===== src/rtl/ifetch_pkg.sv =====
// Package ifetch_pkg
// Shared types and constants for the instruction fetch read port.
// Assumes a 32-bit data bus; protection encoding follows AXI (bit 2 = instruction).
package ifetch_pkg;

    // Fetch sequencer states
    typedef enum logic [1:0] {
        ST_IDLE = 2'd0,   // no fetch pending
        ST_ADDR = 2'd1,   // address beat presented, waiting for arready
        ST_DATA = 2'd2    // address accepted, waiting for rvalid
    } fetch_state_e;

    // Protection attributes for an unprivileged, secure instruction access
    localparam logic [2:0] PROT_INSTR = 3'b100;

endpackage


===== src/rtl/ifetch_ar_ctrl.sv =====
// Module ifetch_ar_ctrl
// Sequences one fetch at a time: accepts a core request while idle, holds the
// aligned address beat until arready, then waits for the data beat.
// Assumes the fabric returns rvalid only after the address handshake.
module ifetch_ar_ctrl
    import ifetch_pkg::*;
#(
    parameter int ADDR_W     = 32,
    parameter int ALIGN_BITS = 2
) (
    input  logic              clk,
    input  logic              rst_n,
    input  logic              req,
    input  logic [ADDR_W-1:0] addr,
    input  logic              arready,
    input  logic              rvalid,
    output logic              arvalid,
    output logic [ADDR_W-1:0] araddr,
    output logic              busy,
    output logic              data_phase
);

    fetch_state_e      state_q;
    logic [ADDR_W-1:0] addr_q;

    // Advance the fetch state on handshakes
    always_ff @(posedge clk) begin
        if (!rst_n) begin
            state_q <= ST_IDLE;
        end else begin
            case (state_q)
                ST_IDLE: if (req)     state_q <= ST_ADDR;
                ST_ADDR: if (arready) state_q <= ST_DATA;
                ST_DATA: if (rvalid)  state_q <= ST_IDLE;
                default:              state_q <= ST_IDLE;
            endcase
        end
    end

    // Capture the word-aligned address only when a request is accepted
    always_ff @(posedge clk) begin
        if (!rst_n) begin
            addr_q <= '0;
        end else if (state_q == ST_IDLE && req) begin
            addr_q <= {addr[ADDR_W-1:ALIGN_BITS], {ALIGN_BITS{1'b0}}};
        end
    end

    // Decode state into handshake outputs
    always_comb begin
        arvalid    = (state_q == ST_ADDR);
        busy       = (state_q != ST_IDLE);
        data_phase = (state_q == ST_DATA);
        araddr     = addr_q;
    end

    // an idle request starts an address beat next cycle
    a_r3_launch: assert property (@(posedge clk) disable iff (!rst_n)
        (!busy && req) |=> arvalid);

    // a stalled address beat keeps its address and stays valid
    a_r4_hold_addr: assert property (@(posedge clk) disable iff (!rst_n)
        (arvalid && !arready) |=> (arvalid && $stable(araddr)));

    // after the handshake the beat is withdrawn and data is awaited
    a_r4_release: assert property (@(posedge clk) disable iff (!rst_n)
        (arvalid && arready) |=> (!arvalid && data_phase));

    // a request during a pending fetch leaves the address untouched
    a_r6_ignore_req: assert property (@(posedge clk) disable iff (!rst_n)
        (busy && req) |=> $stable(araddr));

endmodule


===== src/rtl/ifetch_rsp_dec.sv =====
// Module ifetch_rsp_dec
// Registers the returned instruction word and turns the read response code
// into an access-fault flag, emitting a single-cycle strobe to the core.
// Assumes accept is high for at most one cycle per fetch.
module ifetch_rsp_dec #(
    parameter int DATA_W = 32,
    parameter int RESP_W = 2
) (
    input  logic              clk,
    input  logic              rst_n,
    input  logic              accept,
    input  logic [DATA_W-1:0] rdata,
    input  logic [RESP_W-1:0] rresp,
    output logic              rsp_valid,
    output logic [DATA_W-1:0] rsp_instr,
    output logic              rsp_fault
);

    // Pulse the response strobe for one cycle per accepted beat
    always_ff @(posedge clk) begin
        if (!rst_n) begin
            rsp_valid <= 1'b0;
        end else begin
            rsp_valid <= accept;
        end
    end

    // Hold instruction and fault flag from the accepted beat
    always_ff @(posedge clk) begin
        if (!rst_n) begin
            rsp_instr <= '0;
            rsp_fault <= 1'b0;
        end else if (accept) begin
            rsp_instr <= rdata;
            rsp_fault <= (rresp != '0);
        end
    end

    // the response strobe never lasts two cycles
    a_r7_single_pulse: assert property (@(posedge clk) disable iff (!rst_n)
        rsp_valid |=> !rsp_valid);

    // an OKAY response never yields a fault
    a_r8_okay_clean: assert property (@(posedge clk) disable iff (!rst_n)
        (accept && rresp == '0) |=> !rsp_fault);

endmodule


===== src/rtl/ifetch_wr_tieoff.sv =====
// Module ifetch_wr_tieoff
// Holds every write-side output inactive; the port never writes.
// Write-side inputs are accepted only to keep the interface complete.
module ifetch_wr_tieoff #(
    parameter int ADDR_W = 32,
    parameter int DATA_W = 32
) (
    input  logic                awready,
    input  logic                wready,
    input  logic [1:0]          bresp,
    input  logic                bvalid,
    output logic [ADDR_W-1:0]   awaddr,
    output logic [2:0]          awprot,
    output logic                awvalid,
    output logic [DATA_W-1:0]   wdata,
    output logic [DATA_W/8-1:0] wstrb,
    output logic                wvalid,
    output logic                bready
);

    logic unused_wr_inputs;

    // Drive constant idle values on the write channels
    always_comb begin
        awaddr           = '0;
        awprot           = '0;
        awvalid          = 1'b0;
        wdata            = '0;
        wstrb            = '0;
        wvalid           = 1'b0;
        bready           = 1'b0;
        unused_wr_inputs = ^{awready, wready, bresp, bvalid};
    end

endmodule


===== src/rtl/ifetch_port.sv =====
// Module ifetch_port
// Read-only AXI4-Lite manager port that fetches one 32-bit instruction word
// per core request, with at most one fetch outstanding.
// Assumes a word-addressed instruction space and a fabric that orders rvalid
// after the address handshake.
module ifetch_port
    import ifetch_pkg::*;
#(
    parameter int ADDR_W = 32,
    parameter int DATA_W = 32,
    parameter int RESP_W = 2
) (
    input  logic                clk,
    input  logic                rst_n,
    input  logic                req,
    input  logic [ADDR_W-1:0]   addr,
    output logic                busy,
    output logic                rsp_valid,
    output logic [DATA_W-1:0]   rsp_instr,
    output logic                rsp_fault,
    output logic [ADDR_W-1:0]   awaddr,
    output logic [2:0]          awprot,
    output logic                awvalid,
    input  logic                awready,
    output logic [DATA_W-1:0]   wdata,
    output logic [DATA_W/8-1:0] wstrb,
    output logic                wvalid,
    input  logic                wready,
    input  logic [RESP_W-1:0]   bresp,
    input  logic                bvalid,
    output logic                bready,
    output logic [ADDR_W-1:0]   araddr,
    output logic [2:0]          arprot,
    output logic                arvalid,
    input  logic                arready,
    input  logic [DATA_W-1:0]   rdata,
    input  logic [RESP_W-1:0]   rresp,
    input  logic                rvalid,
    output logic                rready
);

    localparam int ALIGN_BITS = $clog2(DATA_W / 8);

    logic data_phase;
    logic beat_accept;

    ifetch_ar_ctrl #(
        .ADDR_W     (ADDR_W),
        .ALIGN_BITS (ALIGN_BITS)
    ) u_ar_ctrl (
        .clk        (clk),
        .rst_n      (rst_n),
        .req        (req),
        .addr       (addr),
        .arready    (arready),
        .rvalid     (rvalid),
        .arvalid    (arvalid),
        .araddr     (araddr),
        .busy       (busy),
        .data_phase (data_phase)
    );

    ifetch_rsp_dec #(
        .DATA_W (DATA_W),
        .RESP_W (RESP_W)
    ) u_rsp_dec (
        .clk       (clk),
        .rst_n     (rst_n),
        .accept    (beat_accept),
        .rdata     (rdata),
        .rresp     (rresp),
        .rsp_valid (rsp_valid),
        .rsp_instr (rsp_instr),
        .rsp_fault (rsp_fault)
    );

    ifetch_wr_tieoff #(
        .ADDR_W (ADDR_W),
        .DATA_W (DATA_W)
    ) u_wr_tieoff (
        .awready (awready),
        .wready  (wready),
        .bresp   (bresp[1:0]),
        .bvalid  (bvalid),
        .awaddr  (awaddr),
        .awprot  (awprot),
        .awvalid (awvalid),
        .wdata   (wdata),
        .wstrb   (wstrb),
        .wvalid  (wvalid),
        .bready  (bready)
    );

    // Data beat is taken only while waiting for it; ready is always high
    always_comb begin
        beat_accept = data_phase && rvalid;
        rready      = 1'b1;
        arprot      = PROT_INSTR;
    end

    // no response follows a beat seen outside the data phase
    a_r9_stray_beat: assert property (@(posedge clk) disable iff (!rst_n)
        (!data_phase) |=> !rsp_valid);

    // busy drops in the response cycle
    a_r6_busy_release: assert property (@(posedge clk) disable iff (!rst_n)
        rsp_valid |-> !busy);

endmodule


===== config.mk =====
export PLATFORM = sky130hd
export DESIGN_NAME = ifetch_port
export DESIGN_NICKNAME = d
export VERILOG_FILES = /design/src/rtl/ifetch_pkg.sv /design/src/rtl/ifetch_ar_ctrl.sv /design/src/rtl/ifetch_rsp_dec.sv /design/src/rtl/ifetch_wr_tieoff.sv /design/src/rtl/ifetch_port.sv
export SDC_FILE = /design/constraint.sdc
export NUM_CORES = 1
export LEC_CHECK = 0
export ABC_CLOCK_PERIOD_IN_PS = 1300
export BUFFER_PORTS_ARGS = -buffer_cell sky130_fd_sc_hd__buf_2
export CAP_MARGIN = 20
export CORE_ASPECT_RATIO = 0.7
export CORE_MARGIN = 3
export CORE_UTILIZATION = 42
export DETAILED_ROUTE_END_ITERATION = 6
export GPL_TIMING_DRIVEN = 0
export HOLD_SLACK_MARGIN = 0.15
export PLACE_DENSITY_LB_ADDON = 0.15
export SYNTH_ARGS = -nofsm -noshare
export SYNTH_HDL_FRONTEND = slang
export SYNTH_SLANG_ARGS = --single-unit
export TNS_END_PERCENT = 100

===== constraint.sdc =====
create_clock -name clk -period 1.3 [get_ports clk]
set_input_delay 0.26 -clock clk [delete_from_list [all_inputs] [get_ports clk]]
set_output_delay 0.26 -clock clk [all_outputs]
set_load 0.005 [all_outputs]

Yosys cells after proc, flatten, opt, wreduce, memory -nomap -nowiden
Index checks and enable logic that the tools add are counted.
Word-level totals
  register bits: 66
  output and inout port bits: 146
Cells by class
  eq/ne operators: 5
  mux-type cells: 4
  reduce and logical (&&, ||, !) cells: 6
Operators with widths (number)
  $mux W2: 3
  $pmux W2 S3: 1
  $ne A2 B2 Y1 const B: 2
  $reduce_bool A2 Y1: 2
  $reduce_and A3 Y1: 1
  $eq A2 B1 Y1 const B: 1
  $eq A2 B2 Y1 const B: 1
  $logic_and A1 B1 Y1: 2
  $logic_not A2 Y1: 1
  $ne A2 B1 Y1 const B: 1

Logic depth before layout (Yosys ltp)
Gate-level depths: netlist of the first run.
  depth in word-level cells: 3
  depth in mapped cells: 4
  gate-level depth less buffers: 2

Hierarchy
From an unflattened synthesis of the first run, not the netlist that was laid out.
Second synthesis, totals
  cells, all modules: 337
  area total of the unflattened synthesis: 3266.9 µm²
By module, submodules not included
  ifetch_ar_ctrl: times used 1, cells each 146, area each 1360.1 µm²
  ifetch_rsp_dec: times used 1, cells each 109, area each 1303.8 µm²
  ifetch_wr_tieoff: times used 1, cells each 75, area each 559.3 µm²
  ifetch_port: times used 1, cells each 7, area each 43.8 µm²

Least setup slack after synthesis of the first run
OpenSTA, ideal clock, no wires.
  path kind: reg-to-reg
  start point: reg u_ar_ctrl.state_q[1]
  end point: reg u_ar_ctrl.addr_q[10] (netlist: u_ar_ctrl.araddr[10])
  arrival: 1.062 ns
  data required time: 1.228 ns
  path slack: 0.166 ns
  stages on the path, launching flop included: 4
  path through: dfxtp_1 > nor3b_2 > buf_6 > mux2i_1
On the way
  word-level cells in the longest chain between the ends: 2
RTL lines
  start: declaration: RTL line ifetch_ar_ctrl.sv:23  | fetch_state_e state_q;
  start signal: assignment: RTL line ifetch_ar_ctrl.sv:29  | state_q <= ST_IDLE;
  start signal: assignment: RTL line ifetch_ar_ctrl.sv:32  | ST_IDLE: if (req) state_q <= ST_ADDR;
  start signal: assignment: RTL line ifetch_ar_ctrl.sv:33  | ST_ADDR: if (arready) state_q <= ST_DATA;
  $logic_not A2 Y1: RTL line ifetch_ar_ctrl.sv:44  | end else if (state_q == ST_IDLE && req) begin
  $logic_and A1 B1 Y1: RTL line ifetch_ar_ctrl.sv:44
  end signal: assignment: RTL line ifetch_ar_ctrl.sv:45  | addr_q <= {addr[ADDR_W-1:ALIGN_BITS], {ALIGN_BITS{1'b0}}};
  end: declaration: RTL line ifetch_ar_ctrl.sv:24  | logic [ADDR_W-1:0] addr_q;
Every way passes these cells.
A chain may end at the register's enable or synchronous reset.

Final worst setup path of the first run
  start point: reg u_ar_ctrl.state_q[1]
  end point: out busy
On the way
  word-level cells in the longest chain between the ends: 1
RTL lines
  $reduce_bool A2 Y1: RTL line ifetch_ar_ctrl.sv:52  | busy = (state_q != ST_IDLE);
  end: declaration: RTL line ifetch_port.sv:17  | output logic busy,
Every way passes these cells.

==> results by group, run 1 <==
Finish
  – Post-layout util: 0.634
  – Ant. Diodes: 0
  – Commonest non-fill, non-tap cells in the layout: buf_2, nand2_1, buf_4
  – Layout net count: around 670
  – Share of cells above drive strength 1: 0.414
  – FILL cells: ~650
  – Final Cell Area: 4680 µm²
  – Commonest non-fill, non-tap cell in the layout: buf_2
  – Syn-to-layout area delta: 44.4%

Timing
  – Setup violations, final: 1
  – Final hold vios: 0
  – WHS: between 0.15 and 0.2 ns
  – Fin crit share: 1.01
  – Fin crit period: 1.31 ns
  – Max-slew violations: 0
  – Final WS setup: -0.0127 ns
  – Max frequency: approximately 760 MHz
  – Final Skew: 0.00679 ns
  – RSZ-0062 raised after global routing: true

Worst setup path
  – Critical path fanouts, max: 4
  – Cell Chain, Critical Path: or2_4 > buf_6
  – Crit Path Class: reg -> out
  – Critical path arrival: approximately 1.1 ns
  – Slowest cell on crit path: dfxtp_4
  – Reg2reg setup slack: roughly 0.020 ns
  – CP Launch Type: flop
  – WP data required: 1.04 ns
  – Nature of the critical path endpoint: primary output
  – CP max stage delay: roughly 0.36 ns

Floorplanning
  – Core Area: 7380 µm²
  – Die height: 79.5 µm
  – I/O pin cnt: between 200 and 250
  – Die ar.: 8830 µm²
  – Rows: 26
  – DIE WIDTH: 111 µm
  – Starting density of the core: 0.439

Yosys
  – Post-synthesis adder-cell area fraction: 0
  – Main area contributors after synthesis: dfxtp_1, mux2i_1, buf_4
  – Post-synthesis mux area share: 0.194
  – Yosys warns: 0
  – Combinational family with the most area after synthesis: buffers and inverters
  – Netlist cell types: 20
  – Largest area contributor in the netlist: dfxtp_1
  – Synth Flop Type: dfxtp_1
  – Post-synth EDFFs: 0
  – Compound-Gate Fraction of Synth Area: 0.00617
  – Synth top area share: 0.407
  – XOR/XNOR share of the synthesized area: 0
  – Synth async-reset ratio: 0
  – Post-synthesis simple-gate area fraction: 0.164
  – Sequential cell area fraction in the yosys report: 0.407
  – Synthesized area: about 3200 µm²
  – Synth Instances: around 370
  – Register bit total from synthesis: between 60 and 70
  – Avg Cell Area, Syn: ~9 µm²

Power
  – Switching share of total power: 0.249
  – Clock power frac: 0.374
  – Peak supply drop: 612 µV
  – Combinational share of power: 0.167
  – Cell area power density: about 1000 nW/µm²
  – Part of the power in registers: 0.459
  – PnR Total Power: around 4.7 mW
  – P_int: 3.53 mW
  – Net Sw Power: between 1 and 1.5 mW
  – Lkg Pwr: roughly 2.5 nW

CTS
  – H-tree levels: 3
  – Hold-fix buffers at CTS: 0
  – Clock sink count: 66
  – CTS tree: done
  – Root buffer cell: clkbuf_8
  – CTS Buf Count: 9
  – Longest Clk Path Bufs: 2
  – Clk_lat worst skew: roughly 0.33 ns
  – Clock transition at path regs: ~0.080 ns

Place
  – Post-DP HPWL: around 6 mm
  – IO Port Bufs: around 130
  – Routability congestion estimate: approximately 0.74
  – Post-DP Area: approximately 4300 µm²

Detailed routing
  – DR vias/cell: between 4 and 5
  – Detailed Route Iter0 Violations: between 90 and 100
  – Post-route ant nets: 0
  – Via count: between 2,000 and 3,000
  – WL final: between 8 and 9 mm
  – DRC: 0
  – Routed WL per cell: 11.5 µm
  – Drt pass-1 iters: 4

Global route
  – GRT Resource Usage Total: 0.171
  – First-pass GRT wire length: 12.3 mm
  – Largest net degree at the start of global routing: 12
  – Antenna violations before repair: 0
  – Vias in the first global route: about 2,600
  – GRT Residual Overflow: 0

Status
  – Status: complete, but fails checks
  – Failing checks: negative setup slack

Hold path
  – Hold/Removal Path Class: in -> reg

Run
  – Maxcap violations: 0
## per-layer routing
metal  up-vias  GRT usage  part of all wire
li1       1460          -                 -
met1      1240      0.198              0.42
met2       118      0.288              0.47
met3         8     0.0795              0.10
met4         0     0.0450             0.011
met5         -          0                 0
## flip-flops by register name, indices dropped and copies added, names as in the netlist
| name | flops |
|---|---|
| u_rsp_dec.rsp_fault | 1 |
| u_ar_ctrl.state_q | 2 |
| u_ar_ctrl.araddr | 30 |
| u_rsp_dec.rsp_instr | 32 |
| u_rsp_dec.rsp_valid | 1 |
## power by group through the flow
stage          Combinational (mW)  Clock, mW  Sequential [mW]
6_report                    0.786       1.76             2.16
2_1_floorplan               0.489          0             2.21
5_1_grt                     0.873       1.91             2.17
4_1_cts                     0.758       1.81             2.16
3_5_place_dp                0.747          0             2.20
3_3_place_gp                0.738          0             2.20
## cell families (layout without fill, tap and decap cells)
logic type	after synthesis	in the layout
muxes	63	63
other	2	80
DFF	66	66
AOI/OAI and AO/OA	3	3
buffers and inverters	101	256
and+or+nand+nor	133	133
## synthesized netlist by cell type (2+ instances only)
library cell / n
dfxtp_1: 66
conb_1: 2
buf_6: 6
mux2i_1: 63
clkbuf_1: 10
buf_2: 2
buf_4: 81
buf_1: 2
nand2_1: 125
## stage by stage
| step | worst slack, ns | cells | setup TNS (ns) |
|---|---|---|---|
| after floorplan | 0.166 | 446 | 0 |
| after global placement | 0.0500 | 677 | 0 |
| after detailed placement | -0.00386 | 677 | -0.00386 |
| after CTS | -0.0242 | 694 | -0.0242 |
| after global routing | -0.0565 | 699 | -0.851 |
| final | -0.0127 | 699 | -0.0127 |
## area by class of cell
cell class                      instances  area [µm²]  area share
Buffer                                101         761       0.162
Tap cell                               98         123      0.0262
Clock buffer                           12         155      0.0331
Multi-Input combinational cell        279        1500       0.320
Sequential cell                        66        1330       0.284
Timing Repair Buffer                  139         769       0.164
Clock inverter                          4        50.0      0.0107
## critical path: cells and delay by family (launching register included)
kind	cells	cell delay (ns)
flip-flops	1	0.36
buffers and inverters	1	0.12
AND/OR/NAND/NOR	1	0.25
## final timing paths
check | start | end | depth (start not counted)
hold reg to reg | u_rsp_dec.rsp_instr[25] | u_rsp_dec.rsp_instr[25] | 2
setup / recovery | u_ar_ctrl.state_q[1] | busy | 2
hold / removal | rdata[18] | u_rsp_dec.rsp_instr[18] | 3
setup reg to reg | u_ar_ctrl.state_q[1] | u_rsp_dec.rsp_instr[19] | 5
## repair_timing
item,CTS,global route
pin swaps,0,1
resized for setup,5,10
buffers inserted,1,2
setup endpoints to repair,5,52
gates cloned,0,3
Note: power is estimated with default switching activity, not from simulation.
==> run 2, diff against run 1 <==
--- a/config.mk
+++ b/config.mk
@@ -15,6 +15,7 @@
 export GPL_TIMING_DRIVEN = 0
 export HOLD_SLACK_MARGIN = 0.15
 export PLACE_DENSITY_LB_ADDON = 0.15
+export REMOVE_ABC_BUFFERS = 1
 export SYNTH_ARGS = -nofsm -noshare
 export SYNTH_HDL_FRONTEND = slang
 export SYNTH_SLANG_ARGS = --single-unit
==> run 2 against run 1 <==
The run still ends with negative setup slack left. Non-clock buffer count is 76 lower. Sequential power barely moved. Wire length down 14%. Via count fell by 9.8%. Sequential share of layout area rose by 3.2 points. Clock-buffer cell count did not move. Global-route usage fell by 2.1 points. Design area fell by 10%. Clock power up 11%. Total power rose by 0.62%. Cell count fell by 11%. Critical path type unchanged. Critical endpoint unchanged.
==> results by group, run 2 (same netlist as run 1, synthesis figures left out) <==
Status
  – Status: complete, but fails checks
  – Failing checks: negative setup slack

Timing
  – WHS: 0.173 ns (+0.00820 ns)
  – RSZ-0062 raised after global routing: true
  – Final hold vios: 0 (unchanged)
  – Max-slew violations: 0 (unchanged)
  – Setup TNS: -0.00913 ns (+0.00353 ns)
  – Fin crit share: 1.01 (-0.00271)
  – Final WS setup: -0.00913 ns (+0.00353 ns)
  – Max frequency: 764 MHz (+0.27%)
  – Setup violations, final: 1 (unchanged)
  – Fin crit period: 1.31 ns (-0.00353 ns)
  – Final Skew: 0.00501 ns (-0.00178 ns)

Power
  – Lkg Pwr: 2.13 nW (-15%)
  – Cell area power density: 1130 nW/µm² (+12%)
  – Switching share of total power: 0.236 (-0.0127)
  – Clock power frac: 0.412 (+0.038)
  – Net Sw Power: 1.12 mW (-4.5%)
  – Peak supply drop: 575 µV (-6.1%)
  – PnR Total Power: 4.73 mW (+0.62%)
  – Part of the power in registers: 0.455 (-0.004)
  – Combinational share of power: 0.133 (-0.034)
  – P_int: 3.61 mW (+2.3%)

Finish
  – FILL cells: 681 (+4.9%)
  – Commonest non-fill, non-tap cell in the layout: buf_2
  – Syn-to-layout area delta: 29.6%
  – Multi-input logic area: 1500 µm² (unchanged)
  – Post-layout util: 0.569 (-0.0649)
  – Storage element area: 1330 µm² (unchanged)
  – Max reg flops: 32 (unchanged)
  – Commonest non-fill, non-tap cells in the layout: buf_2, nand2_1, conb_1
  – Layout net count: 596 (-11%)
  – Ant. Diodes: 0 (unchanged)
  – Share of cells above drive strength 1: 0.312 (-0.102)
  – Final Cell Area: 4200 µm² (-10%)
  – Final std cells w/o fill: 623 (-11%)
  – Biggest register: u_rsp_dec.rsp_instr

Global route
  – First-pass GRT wire length: 10.6 mm (-14%)
  – Largest net degree at the start of global routing: 88 (+76)
  – Vias in the first global route: 2,250 (-14%)
  – GRT Residual Overflow: 0 (unchanged)
  – GRT Resource Usage Total: 0.150 (-0.0212)
  – Antenna violations before repair: 0 (unchanged)

Worst setup path
  – Crit Path Class: reg -> out
  – WP data required: 1.04 ns (about the same)
  – Critical path fanouts, max: 5 (+1)
  – Nature of the critical path endpoint: primary output
  – CP Launch Type: flop
  – Reg2reg setup slack: 0.07 ns (+0.05 ns)
  – Critical path arrival: 1.05 ns (about the same)

CTS
  – Root buffer cell: clkbuf_8
  – Clock sink count: 66 (unchanged)
  – CTS Buf Count: 9 (unchanged)
  – Longest Clk Path Bufs: 2 (unchanged)
  – Clock transition at path regs: 0.07 ns (about the same)
  – CTS tree: done
  – H-tree levels: 3 (unchanged)
  – Clk_lat worst skew: 0.33 ns (about the same)

Detailed routing
  – Detailed Route Iter0 Violations: 89 (-7.3%)
  – Post-route ant nets: 0 (unchanged)
  – Via count: 2,549 (-9.8%)
  – WL final: 6.95 mm (-14%)
  – DRC: 0 (unchanged)
  – DR vias/cell: 4.09 (+1.2%)
  – Drt pass-1 iters: 4 (unchanged)
  – Routed WL per cell: 11.1 µm (-3.3%)

Place
  – Post-DP HPWL: 4.84 mm (-21%)
  – IO Port Bufs: 134 (+0.75%)
  – Placed Instances: 581 (-14%)
  – Post-DP Area: 3700 µm² (-14%)
  – Pre-CTS setup slack: -0.226 ns (-0.222 ns)
  – Routability congestion estimate: 0.759 (+1.8%)

Hold path
  – Hold/Removal Path Class: in -> reg

Floorplanning
  – Die height: 79.5 µm (unchanged)
  – Starting density of the core: 0.439 (unchanged)
  – Rows: 26 (unchanged)
  – Die ar.: 8830 µm² (unchanged)
  – I/O pin cnt: 222 (unchanged)
  – DIE WIDTH: 111 µm (unchanged)
  – Core Area: 7380 µm² (unchanged)

Run
  – Maxcap violations: 0 (unchanged)
run 2: path summary, 6_finish.rpt:
check | startpoint | end | cells after the start
worst max-delay path | u_ar_ctrl.state_q[1] | busy | 2
worst min-delay path | addr[25] | u_ar_ctrl.araddr[25] | 3
worst max register to register | u_ar_ctrl.state_q[0] | u_rsp_dec.rsp_instr[7] | 3
worst min register to register | u_rsp_dec.rsp_instr[22] | u_rsp_dec.rsp_instr[22] | 2
run 2: worst max-delay path, cell delays in order, from the launching register on:
cell     delay (ns)
dfxtp_4        0.37
or2_4          0.25
buf_6          0.11
run 2: power by group through the flow:
stage | combinational [mW] | clock (mW) | sequential, mW
6_report | 0.629 | 1.95 | 2.15
5_1_grt | 0.702 | 2.11 | 2.17
4_1_cts | 0.620 | 2.02 | 2.15
3_5_place_dp | 0.567 | 0 | 2.20
3_3_place_gp | 0.535 | 0 | 2.20
2_1_floorplan | 0.253 | 0 | 2.21
run 2: layout make-up:
class,instances,area share
flip-flops and latches,66,0.316
clock inverters,4,0.0176
clock buffers,12,0.0369
well taps,98,0.0292
repair buffers,164,0.244
multi-input cells,279,0.356
run 2: per-layer routing:
metal  vias to the layer above  wire length (µm)  GRT usage
li1                       1312                 -          -
met1                      1127              2760      0.173
met2                       105              3530      0.253
met3                         5               589     0.0561
met4                         0                64     0.0620
met5                         -                 0          0
run 2: timing repair:
| action | in CTS | in global routing |
|---|---|---|
| endpoints found under the hold margin | 21 | 0 |
| hold buffers | 21 | 0 |
| gates resized for setup | 5 | 2 |
| setup buffers | 2 | 3 |
| gates cloned | 0 | 1 |
| endpoints found under the setup margin | 56 | 30 |
| pin swaps | 2 | 1 |
==> run 3, diff against run 2 <==
--- a/config.mk
+++ b/config.mk
@@ -6,7 +6,7 @@
 export NUM_CORES = 1
 export LEC_CHECK = 0
 export ABC_CLOCK_PERIOD_IN_PS = 1300
-export BUFFER_PORTS_ARGS = -buffer_cell sky130_fd_sc_hd__buf_2
+export BUFFER_PORTS_ARGS = -buffer_cell sky130_fd_sc_hd__clkbuf_2
 export CAP_MARGIN = 20
 export CORE_ASPECT_RATIO = 0.7
 export CORE_MARGIN = 3
==> run 3 against run 2 <==
The run still ends with negative setup slack left. Critical endpoint unchanged. Total power decreased by 7.8%. Die area unchanged. Largest power group unchanged. Clock-buffer cell count decreased by 1. Wire length increased by 11%. Worst hold slack got worse by 0.0050 ns. Cell count increased by 7.1%. Combinational power increased by 26%. Core utilization increased by 5.5 points. Design area increased by 9.6%. Critical path depth unchanged. Largest cell class unchanged.
==> results by group, run 3 (same netlist as run 1, synthesis figures left out) <==
Status
  – Status: complete, but fails checks
  – Failing checks: negative setup slack

Timing
  – Relative slew slack: 0.640
  – Fin crit period: 1.31 ns (-0.00336 ns)
  – Final hold vios: 0 (unchanged)
  – Fin crit share: 1.00 (-0.00258)
  – WHS: 0.168 ns (-0.00503 ns)
  – Setup TNS: -0.00578 ns (+0.00336 ns)
  – RSZ-0062 raised after global routing: true
  – Final WS setup: -0.00578 ns (+0.00336 ns)
  – Max frequency: 766 MHz (+0.26%)
  – Final Skew: 0.00385 ns (-0.00116 ns)
  – Setup violations, final: 1 (unchanged)
  – Max-slew violations: 0 (unchanged)
  – Worst-Margin Slew: between 0.5 and 0.6 ns

Floorplanning
  – Rows: 26 (unchanged)
  – Die height: 79.5 µm (unchanged)
  – Core Area: 7380 µm² (unchanged)
  – Die ar.: 8830 µm² (unchanged)
  – I/O pin cnt: 222 (unchanged)
  – DIE WIDTH: 111 µm (unchanged)
  – Starting density of the core: 0.439 (unchanged)

Detailed routing
  – DR vias/cell: 4.15 (+1.4%)
  – Highest routed metal layer: met4
  – Routed WL per cell: 11.6 µm (+4.1%)
  – Via count: 2,766 (+8.5%)
  – WL final: 7.74 mm (+11%)
  – Detailed Route Iter0 Violations: 91 (+2.2%)
  – Post-route ant nets: 0 (unchanged)
  – Met2 Routed Length: 3.94 mm (+12%)
  – Drt pass-1 iters: 4 (unchanged)
  – Met3 routed WL: 598 µm (+1.5%)
  – Wl on met1: 3.03 mm (+9.7%)
  – DRC: 0 (unchanged)

Worst setup path
  – Crit Path Class: reg -> out
  – Nature of the critical path endpoint: primary output
  – Worst setup path end: busy
  – Reg2reg setup slack: 0.05 ns (-0.02 ns)
  – R2R depth: 4 (+1)
  – WP data required: 1.04 ns (about the same)
  – Critical path fanouts, max: 5 (unchanged)
  – Crit path launch: u_ar_ctrl.state_q[0]
  – Critical path arrival: 1.05 ns (about the same)
  – CP Launch Type: flop
  – End of the worst register-to-register path: u_ar_ctrl.araddr[18]
  – Worst R2R Start: u_ar_ctrl.state_q[1]

CTS
  – Root buffer cell: clkbuf_8
  – Clock sink count: 66 (unchanged)
  – Clock transition at path regs: 0.07 ns (about the same)
  – Longest Clk Path Bufs: 2 (unchanged)
  – Clk_lat worst skew: 0.33 ns (about the same)
  – H-tree levels: 3 (unchanged)
  – CTS Buf Count: 9 (unchanged)
  – CTS tree: done

Finish
  – Biggest register: u_rsp_dec.rsp_instr
  – Ant. Diodes: 0 (unchanged)
  – Final std cells w/o fill: 667 (+7.1%)
  – Commonest non-fill, non-tap cells in the layout: clkbuf_2, nand2_1, conb_1
  – Max reg flops: 32 (unchanged)
  – Syn-to-layout area delta: 42.1%
  – Layout net count: 641 (+7.6%)
  – Share of cells above drive strength 1: 0.306 (-0.00658)
  – Commonest non-fill, non-tap cell in the layout: clkbuf_2

Global route
  – First-pass GRT wire length: 11.9 mm (+12%)
  – Vias in the first global route: 2,583 (+15%)
  – GRT Resource Usage Total: 0.164 (+0.0143)
  – Largest net degree at the start of global routing: 79 (-10%)
  – GRT Residual Overflow: 0 (unchanged)
  – Antenna violations before repair: 0 (unchanged)

Run
  – Maxcap violations: 0 (unchanged)

Place
  – Post-DP HPWL: 4.94 mm (+1.9%)
  – IO Port Bufs: 134 (unchanged)
  – Routability congestion estimate: 0.731 (-3.7%)
  – Pre-CTS setup slack: -0.232 ns (-0.00629 ns)
  – Placed Instances: 581 (unchanged)

Power
  – Lkg Pwr: 2.27 nW (+6.6%)
  – Cell area power density: 946 nW/µm² (-16%)
  – Peak supply drop: 486 µV (-15%)
  – PnR Total Power: 4.36 mW (-7.8%)

Hold path
  – Hold/Removal Path Class: in -> reg
  – Min-delay src: rdata[4]
-- run 3: cell count changes in the layout (fill, tap and decap cells not counted) --
cell and change:
mux2i_4 +2, clkbuf_8 -2, bufinv_16 -2, clkinv_2 +3, clkbuf_2 +133, mux2i_1 -2
buf_2 -132, clkbuf_4 +1, dlygate4sd3_1 +35, clkbuf_16 +2, buf_4 +6, clkinv_4 -1
clkbuf_1 +1
-- run 3: metrics by stage --
stage	area (µm²)	util
after floorplan	2810	-
after global placement	3600	0.487
after detailed placement	3710	0.503
after CTS	4450	0.603
after global routing	4610	0.624
final	4610	0.624
-- run 3: how the worst min path moves through the flow --
stage | end | depth (start not counted) | slack [ns]
finish | u_rsp_dec.rsp_instr[4] | 3 | 0.17
global route | u_rsp_dec.rsp_instr[4] | 3 | 0.16
CTS | u_rsp_dec.rsp_instr[4] | 3 | 0.15
detailed placement | u_ar_ctrl.araddr[26] | 2 | 0.45
global placement | u_rsp_dec.rsp_instr[11] | 2 | 0.44
floorplan | u_ar_ctrl.state_q[0] | 1 | 0.38
-- run 3: layer usage --
metal | global-route usage | vias to the layer above
met2 | 0.309 | 112
met1 | 0.166 | 1236
met3 | 0.0545 | 17
li1 | - | 1401
met4 | 0.0753 | 0
met5 | 0 | -
-- run 3: critical path, stage by stage (launching register included) --
cell	delay [ns]
dfxtp_4	0.36
or2_4	0.24
clkbuf_2	0.11
-- run 3: report_power, final --
part	total (mW)	leakage [nW]	internal, mW	switching, mW
logic	0.794	1.65	0.440	0.354
registers	2.16	0.539	2.11	0.0481
clock network	1.41	0.0827	0.669	0.740
-- run 3: timing repair --
action | 4_1_cts | 5_1_grt
pin swaps | 1 | 2
setup endpoints to repair | 52 | 49
buffers inserted | 3 | 10
resized for setup | 4 | 8
cloned | 0 | 2
hold endpoints to repair | 56 | 0
hold buffers | 56 | 0
-- run 3: cell type report --
class	count	area (µm²)
fillers	629	2780
multi-input cells	279	1520
repair buffers	209	1490
flip-flops and latches	66	1330
clock buffers	11	131
well taps	98	123
clock inverters	4	20.0
